$ cat config.mk
export PLATFORM = sky130hd
export DESIGN_NAME = regfile_bypass
export DESIGN_NICKNAME = d
export VERILOG_FILES = /design/src/rtl/rf_pkg.sv /design/src/rtl/rf_store.sv /design/src/rtl/rf_bypass.sv /design/src/rtl/regfile_bypass.sv
export SDC_FILE = /design/constraint.sdc
export NUM_CORES = 1
export LEC_CHECK = 0
export BUFFER_PORTS_ARGS = -buffer_cell sky130_fd_sc_hd__buf_2
export CAP_MARGIN = 20
export CORE_MARGIN = 3
export CORE_UTILIZATION = 55
export CTS_CLUSTER_SIZE = 12
export DETAILED_ROUTE_END_ITERATION = 12
export PLACE_DENSITY_LB_ADDON = 0.3
export RECOVER_POWER = 50
export SYNTH_ARGS = -nofsm -noshare
export SYNTH_HDL_FRONTEND = slang
export SYNTH_SLANG_ARGS = --single-unit
$ cat constraint.sdc
create_clock -name clk -period 3.61 [get_ports clk]
set_input_delay 0.722 -clock clk [delete_from_list [all_inputs] [get_ports clk]]
set_output_delay 0.722 -clock clk [all_outputs]
set_load 0.02 [all_outputs]
$ cat src/rtl/rf_pkg.sv
package rf_pkg;
  localparam int RF_DEPTH_DEF  = 32;
  localparam int RF_DATA_W_DEF = 32;

  // Source chosen for one read port
  typedef enum logic [1:0] {
    SRC_ARRAY = 2'd0,
    SRC_WRITE = 2'd1,
    SRC_ZERO  = 2'd2
  } rd_src_e;
endpackage

$ cat src/rtl/rf_store.sv
module rf_store #(
  parameter int DEPTH  = 32,
  parameter int DATA_W = 32,
  parameter int NRD    = 2,
  localparam int ADDR_W = $clog2(DEPTH)
) (
  input  logic                    clk,
  input  logic                    wr_en,
  input  logic [ADDR_W-1:0]       wr_addr,
  input  logic [DATA_W-1:0]       wr_data,
  input  logic [NRD*ADDR_W-1:0]   rd_addr,
  output logic [NRD*DATA_W-1:0]   rd_data
);
  // Plain array with one synchronous write port and asynchronous reads,
  // so the tools can map it onto distributed RAM.
  logic [DATA_W-1:0] mem [DEPTH];

  always_ff @(posedge clk) begin
    if (wr_en) mem[wr_addr] <= wr_data;
  end

  for (genvar p = 0; p < NRD; p++) begin : g_rd
    assign rd_data[p*DATA_W +: DATA_W] = mem[rd_addr[p*ADDR_W +: ADDR_W]];
  end
endmodule

$ cat src/rtl/rf_bypass.sv
module rf_bypass
  import rf_pkg::*;
#(
  parameter int DATA_W = 32,
  parameter int ADDR_W = 5
) (
  input  logic              clk,
  input  logic              rst,
  input  logic [ADDR_W-1:0] rd_addr,
  input  logic [DATA_W-1:0] stored,
  input  logic              wr_live,
  input  logic [ADDR_W-1:0] wr_addr,
  input  logic [DATA_W-1:0] wr_data,
  output logic [DATA_W-1:0] rd_data
);
  rd_src_e src;

  always_comb begin
    if (rd_addr == '0)                          src = SRC_ZERO;
    else if (wr_live && (wr_addr == rd_addr))   src = SRC_WRITE;
    else                                        src = SRC_ARRAY;
  end

  always_comb begin
    unique case (src)
      SRC_ZERO:  rd_data = '0;
      SRC_WRITE: rd_data = wr_data;
      default:   rd_data = stored;
    endcase
  end

  // a live write to the port's register is forwarded this cycle
  a_r4_forward: assert property (@(posedge clk) disable iff (rst)
    (wr_live && rd_addr == wr_addr && rd_addr != '0) |-> (rd_data == wr_data));

  // register 0 reads as zero whatever the write port does
  a_r5_zero_read: assert property (@(posedge clk) disable iff (rst)
    (rd_addr == '0) |-> (rd_data == '0));

  // without a live write the port shows the stored contents
  a_r7_no_forward: assert property (@(posedge clk) disable iff (rst)
    (!wr_live && rd_addr != '0) |-> (rd_data == stored));
endmodule

$ cat src/rtl/regfile_bypass.sv
module regfile_bypass
  import rf_pkg::*;
#(
  parameter int DEPTH  = RF_DEPTH_DEF,
  parameter int DATA_W = RF_DATA_W_DEF,
  localparam int ADDR_W = $clog2(DEPTH),
  localparam int NRD    = 2
) (
  input  logic              clk,
  input  logic              rst,
  input  logic [ADDR_W-1:0] rd_a_addr,
  output logic [DATA_W-1:0] rd_a_data,
  input  logic [ADDR_W-1:0] rd_b_addr,
  output logic [DATA_W-1:0] rd_b_data,
  input  logic              wb_en,
  input  logic [ADDR_W-1:0] wb_addr,
  input  logic [DATA_W-1:0] wb_data
);
  // A write is live only if enabled, outside reset, and not aimed at register 0
  logic wr_live;
  assign wr_live = wb_en && !rst && (wb_addr != '0);

  logic [NRD*ADDR_W-1:0] addr_vec;
  logic [NRD*DATA_W-1:0] stored_vec;
  logic [NRD*DATA_W-1:0] out_vec;

  assign addr_vec = {rd_b_addr, rd_a_addr};

  rf_store #(.DEPTH(DEPTH), .DATA_W(DATA_W), .NRD(NRD)) u_store (
    .clk     (clk),
    .wr_en   (wr_live),
    .wr_addr (wb_addr),
    .wr_data (wb_data),
    .rd_addr (addr_vec),
    .rd_data (stored_vec)
  );

  for (genvar p = 0; p < NRD; p++) begin : g_port
    rf_bypass #(.DATA_W(DATA_W), .ADDR_W(ADDR_W)) u_byp (
      .clk     (clk),
      .rst     (rst),
      .rd_addr (addr_vec[p*ADDR_W +: ADDR_W]),
      .stored  (stored_vec[p*DATA_W +: DATA_W]),
      .wr_live (wr_live),
      .wr_addr (wb_addr),
      .wr_data (wb_data),
      .rd_data (out_vec[p*DATA_W +: DATA_W])
    );
  end

  assign rd_a_data = out_vec[0 +: DATA_W];
  assign rd_b_data = out_vec[DATA_W +: DATA_W];

  // a committed write is visible one cycle later on port A when no
  // newer write to the same register is forwarded
  a_r3_commit: assert property (@(posedge clk) disable iff (rst)
    (wb_en && wb_addr != '0) |=>
      (!(rd_a_addr == $past(wb_addr) && !(wb_en && wb_addr == rd_a_addr))
       || rd_a_data == $past(wb_data)));

  // both ports see the same value when they name the same register
  a_r6_ports_agree: assert property (@(posedge clk) disable iff (rst)
    (rd_a_addr == rd_b_addr) |-> (rd_a_data == rd_b_data));
endmodule

# [Yosys cells after proc, flatten, opt, wreduce, memory -nomap -nowiden]
# Memory sizes are Yosys's and may differ from the RTL's.
# Cells that the tools add are included.
[totals] register_bits=0 latchBits=0 ramBits=1024 romBits=0 in_bits=50 out_inout_bits=64 word_cells=23 n_memories=1
[classes] add_sub_neg=0 n_mul=0 div_mod_pow=0 order_cmp=0 eq_ne=6 shift=0 n_mux=8 bitwise_logic=0 reduce_logical=8
[mem_list] memory="u_store.mem" words=32 word_bits=32 rd=2 rd_ports_with_merged_regs=0 wr=1 line="rf_store.sv:16" rtl="logic [DATA_W-1:0] mem [DEPTH];"
[op_table] operator="32-bit one-hot mux with 2 select lines" n=2
[op_table] operator="5-bit equality test" n=2
[op_table] operator="5-bit logical NOT" n=2
[op_table] operator="5-bit nonzero test" n=1
[op_table] operator="2-bit by 1-bit equality test with 1-bit output (second input constant)" n=2
[op_table] operator="2-bit equality test (second input constant)" n=2
[op_table] operator="1-bit logical AND" n=4
[op_table] operator="1-bit two-way mux" n=4
[op_table] operator="2-bit two-way mux" n=2
[op_table] operator="1-bit logical NOT" n=1

# [Longest topological paths before layout]
[logic_depth] word_depth=8 ltp_mapped=10 depth_no_buf=5

# [Cells and area by module]
# A second synthesis with hierarchy kept.
[hier_totals] hier_cells=3636 hier_area_um2=50113.1
[by_module_without_submodules] mod="rf_store" instances=1 cells_per_inst=3386 area_per_inst_um2=48789.3 seq_area_each_um2=30749.5
[by_module_without_submodules] mod="rf_bypass" instances=2 cells_per_inst=123 area_per_inst_um2=645.6 seq_area_each_um2=0.0
[by_module_without_submodules] mod="regfile_bypass" instances=1 cells_per_inst=4 area_per_inst_um2=32.5 seq_area_each_um2=0.0

# [Least setup slack after synthesis]
# OpenSTA, ideal clock, no wires.
[synth_path] kind="input-to-output" startpoint="input port rd_b_addr[1]" endpoint="output port rd_b_data[7]" arrival_ns=2.510 required_time_ns=2.888 path_slack_ns=0.378 stages=9 n_path_buf=5 cell_sequence="buf_2 buf_4 buf_4 buf_4 buf_2 nand2_1 nand3_1 o221ai_1 o32ai_1"
[synth_between] elab_chain_len=6 elab_cells_between_ends=9 classes_between="eq/ne: 3; mux: 3; reduce/logical: 2; memory: 1"
[synth_lines] element="from (decl)" line="regfile_bypass.sv:13" rtl="input logic [ADDR_W-1:0] rd_b_addr,"
[synth_lines] element="5-bit equality test" line="rf_bypass.sv:20" rtl="else if (wr_live && (wr_addr == rd_addr)) src = SRC_WRITE;"
[synth_lines] element="1-bit logical AND" line="rf_bypass.sv:20"
[synth_lines] element="1-bit two-way mux" line="rf_bypass.sv:20"
[synth_lines] element="2-bit two-way mux" line="rf_bypass.sv:19" rtl="if (rd_addr == '0) src = SRC_ZERO;"
[synth_lines] element="2-bit by 1-bit equality test with 1-bit output or 2-bit equality test (tied branches)" line="rf_bypass.sv:25" rtl="unique case (src)"
[synth_lines] element="32-bit one-hot mux with 2 select lines *" line="rf_bypass.sv:25"
[synth_lines] element="to (decl)" line="regfile_bypass.sv:14" rtl="output logic [DATA_W-1:0] rd_b_data,"
# Mark *: on every way between the ends. The rest lies on a longest branch, timed or not.

# [Worst setup path after layout]
[layout_path] startpoint="input port rd_b_addr[3]" endpoint="output port rd_b_data[17]"
# Same word-level chain as after synthesis.

==> results.cfg <==
[floorplanning]
rows = 108
dieArea_um2 = 92800
initial_core_util_pct = 56.0
fp.dieH_um = 305
io_pins = 114
die_w_um = 305
core_um2 = 87600

[sta]
hold_violations = 0
fmax_mhz = 276
rsz0062_at_grt = false
worst_slew_pin_slew_ns = 1.74
slew_headroom_pct = -16.0
fin_crit_ns = 3.62
setup_viol = 1
layout_setup_ws_ns = -0.0101
period_share_pct = 100
maxSlewViolCount = 119
tns_ns = -0.0101

[setup_path]
cp.arrival_ns = 2.90
worstSetupEndpointType = primary output
cp.required_ns = 2.89
critical_path_class = in -> out
path_max_fanout = 22
start_kind = input port

[synth]
syn_area_um2 = 49000
yosys_most_used_dff = edfxtp_1
muxShareOfSynthArea_pct = 25.5
synthAdderAreaFrac_pct = 0
synth_area_per_cell_um2 = 18.2
synth-edff-count = 1024
syn_inst = 2691
synthDistinctLibCells = 65
synth_top_family_by_area = multiplexers
ys_seq_area_share_pct = 62.7
synth-warning-count = 0
ys_async_sr_fraction_pct = 0
synth-xor-area-share_pct = 0.179
yosys_register_bits = 1024
synth_compound_area_share_pct = 5.93
synthSimpleGateAreaFrac_pct = 3.04

[cells_and_area]
fin_nets = 3063
area_growth_pct = 15.4
fillers = 5855
largest_register_ffs = 1024
post-route-util_pct = 64.6
largestRegisters = u_store.mem x1024
regMostFlops = u_store.mem
drive_gt1_share_pct = 32.0
final_cells = 4234

[place]
placed_cells = 4053
place_ws_ns = -0.520
gp_congestion = 0.915
io_buffer_count = 113
hpwlAfterDp_um = 99700

[flow_run]
cap_viol_max_count = 5

[global_routing]
antenna_found_initial = 7
grt_use_met1_pct = 46.4
gr-total-overflow = 0
grt_pass1_wl_um = 229000
met3_usage_pct = 11.2
grtUsageMet2_pct = 50.4
grt_pass1_vias = 32200
grt_max_degree = 44
grt-busiest-layer = met2
grt_usage_pct = 34.2

[clock_tree]
cts_max_level = 3
numClockSinks = 1024
clk_path_buf_depth = 3
holdBufCountCts = 0
clk_pin_slew_ns = 0.06
cts_root_buf = clkbuf_16
cts_tree = yes
cts_made_buffers = 103

[run_status]
violations = max-capacitance violations, max-slew violations, negative setup slack
status = finished, violations left

[detailed_routing]
dr.pass1.iters = 7
routed_wl_um = 160000
viasPerCell = 7.56
drc = 0
vias = 32000
ant_nets = 0
wl_per_cell_um = 37.7
drtIter0Drc = 5456

[power_and_ir_drop]
p_total_mw = 25.9
irDropWorstVdd_v = 0.000388
p_leak_nw = 18.6
powerDensity_nw_per_um2 = 458

[worst_hold_path]
hold_path_class = in -> reg
==> area by class of cell <==
class	instances	area, um^2	area share [%]
antenna	3	7.51	0.0133
clock buffer	131	2680	4.74
clock inverter	37	292	0.515
inverter	5	18.8	0.0332
multi-input combinational	1470	17600	31.0
sequential	1024	30700	54.3
tap	1155	1450	2.55
timing repair buffer	409	3820	6.76
==> synthesized netlist by cell type, drive strengths merged (16+ instances only) <==
cell type  count  area share (%)
nor2          73            0.56
a211oi        19            0.29
mux2i        310             6.3
a32o          18            0.37
o22ai         31            0.40
o32ai         23            0.41
nor2b         25            0.32
o221ai        25            0.45
a21oi         43            0.44
nand3         16            0.16
a221oi        24            0.43
a22oi         72             1.1
mux4         413              19
nor3          36            0.38
edfxtp      1024              63
clkbuf        62            0.48
o21ai         58            0.59
nor3b         26            0.40
a31o          16            0.29
nand2         89            0.68
buf          161             2.1
a311oi        19            0.34
==> metal layers <==
metal	share of wire (%)	wire length, um
met2	44	70900
met3	15	24100
met4	5.7	9010
met5	0.029	46
met1	35	55400
==> kinds of logic (layout without fill, tap and decap cells) <==
group | Yosys count | count (layout)
other | 1 | 35
and+or+nand+nor | 301 | 301
DFF | 1024 | 1024
buffers and inverters | 228 | 582
AOI/OAI and AO/OA | 393 | 393
muxes | 734 | 734
xor gates and xnor gates | 10 | 10
==> stage by stage <==
step,hold slack [ns],cell area [um^2]
floorplan,0.821,49200
global placement,0.939,53400
detailed placement,0.936,53400
CTS,0.230,56400
global route,0.262,56600
finish,0.281,56600
==> worst max-delay path: stages <==
cell	delay (ns)
buf_4	0.40
nor2_1	0.14
nand3b_1	0.39
o21ai_4	0.22
buf_4	0.24
o32ai_1	0.41
buf_4	0.19
buf_2	0.17
==> final timing paths <==
path                      from                 end  depth (start not counted)
hold / removal     wb_data[17]  u_store.mem[8][17]                          1
setup / recovery  rd_b_addr[3]       rd_b_data[17]                          8
==> power breakdown <==
group / switching, mW / internal [mW] / leakage (nW)
Sequential: 0.0561 / 13.2 / 9.24
Combinational: 1.68 / 1.17 / 7.93
Clock: 4.39 / 5.42 / 1.45
Total: 6.13 / 19.8 / 18.6
==> repair_timing <==
item                       4_1_cts  5_1_grt
setup endpoints to repair       22       28
pin swaps                        0        2
buffers inserted                 0        9
resized for setup               14       21
cloned                           0        1
==> placed cells by master, fill, tap and decap left out, types with 8 or more instances in the layout <==
master / instances
conb_1: 32
buf_12: 75
buf_4: 200
o32ai_1: 17
a22oi_1: 71
a221oi_1: 24
a31oi_1: 10
clkbuf_16: 105
edfxtp_1: 1024
nand3_1: 16
nor3b_1: 26
a31o_1: 10
o21ai_1: 24
nand2_1: 88
nor3_1: 35
nor2_4: 31
mux2i_1: 309
nor2b_1: 19
clkbuf_1: 74
a32o_1: 18
clkinv_1: 21
a311oi_1: 12
clkinv_2: 8
mux2_2: 10
a21oi_1: 43
mux4_2: 413
a211oi_1: 19
buf_2: 74
o22ai_1: 31
nor2_1: 40
o21ai_0: 33
o221ai_1: 25
Power figures use the tool's default switching activity.
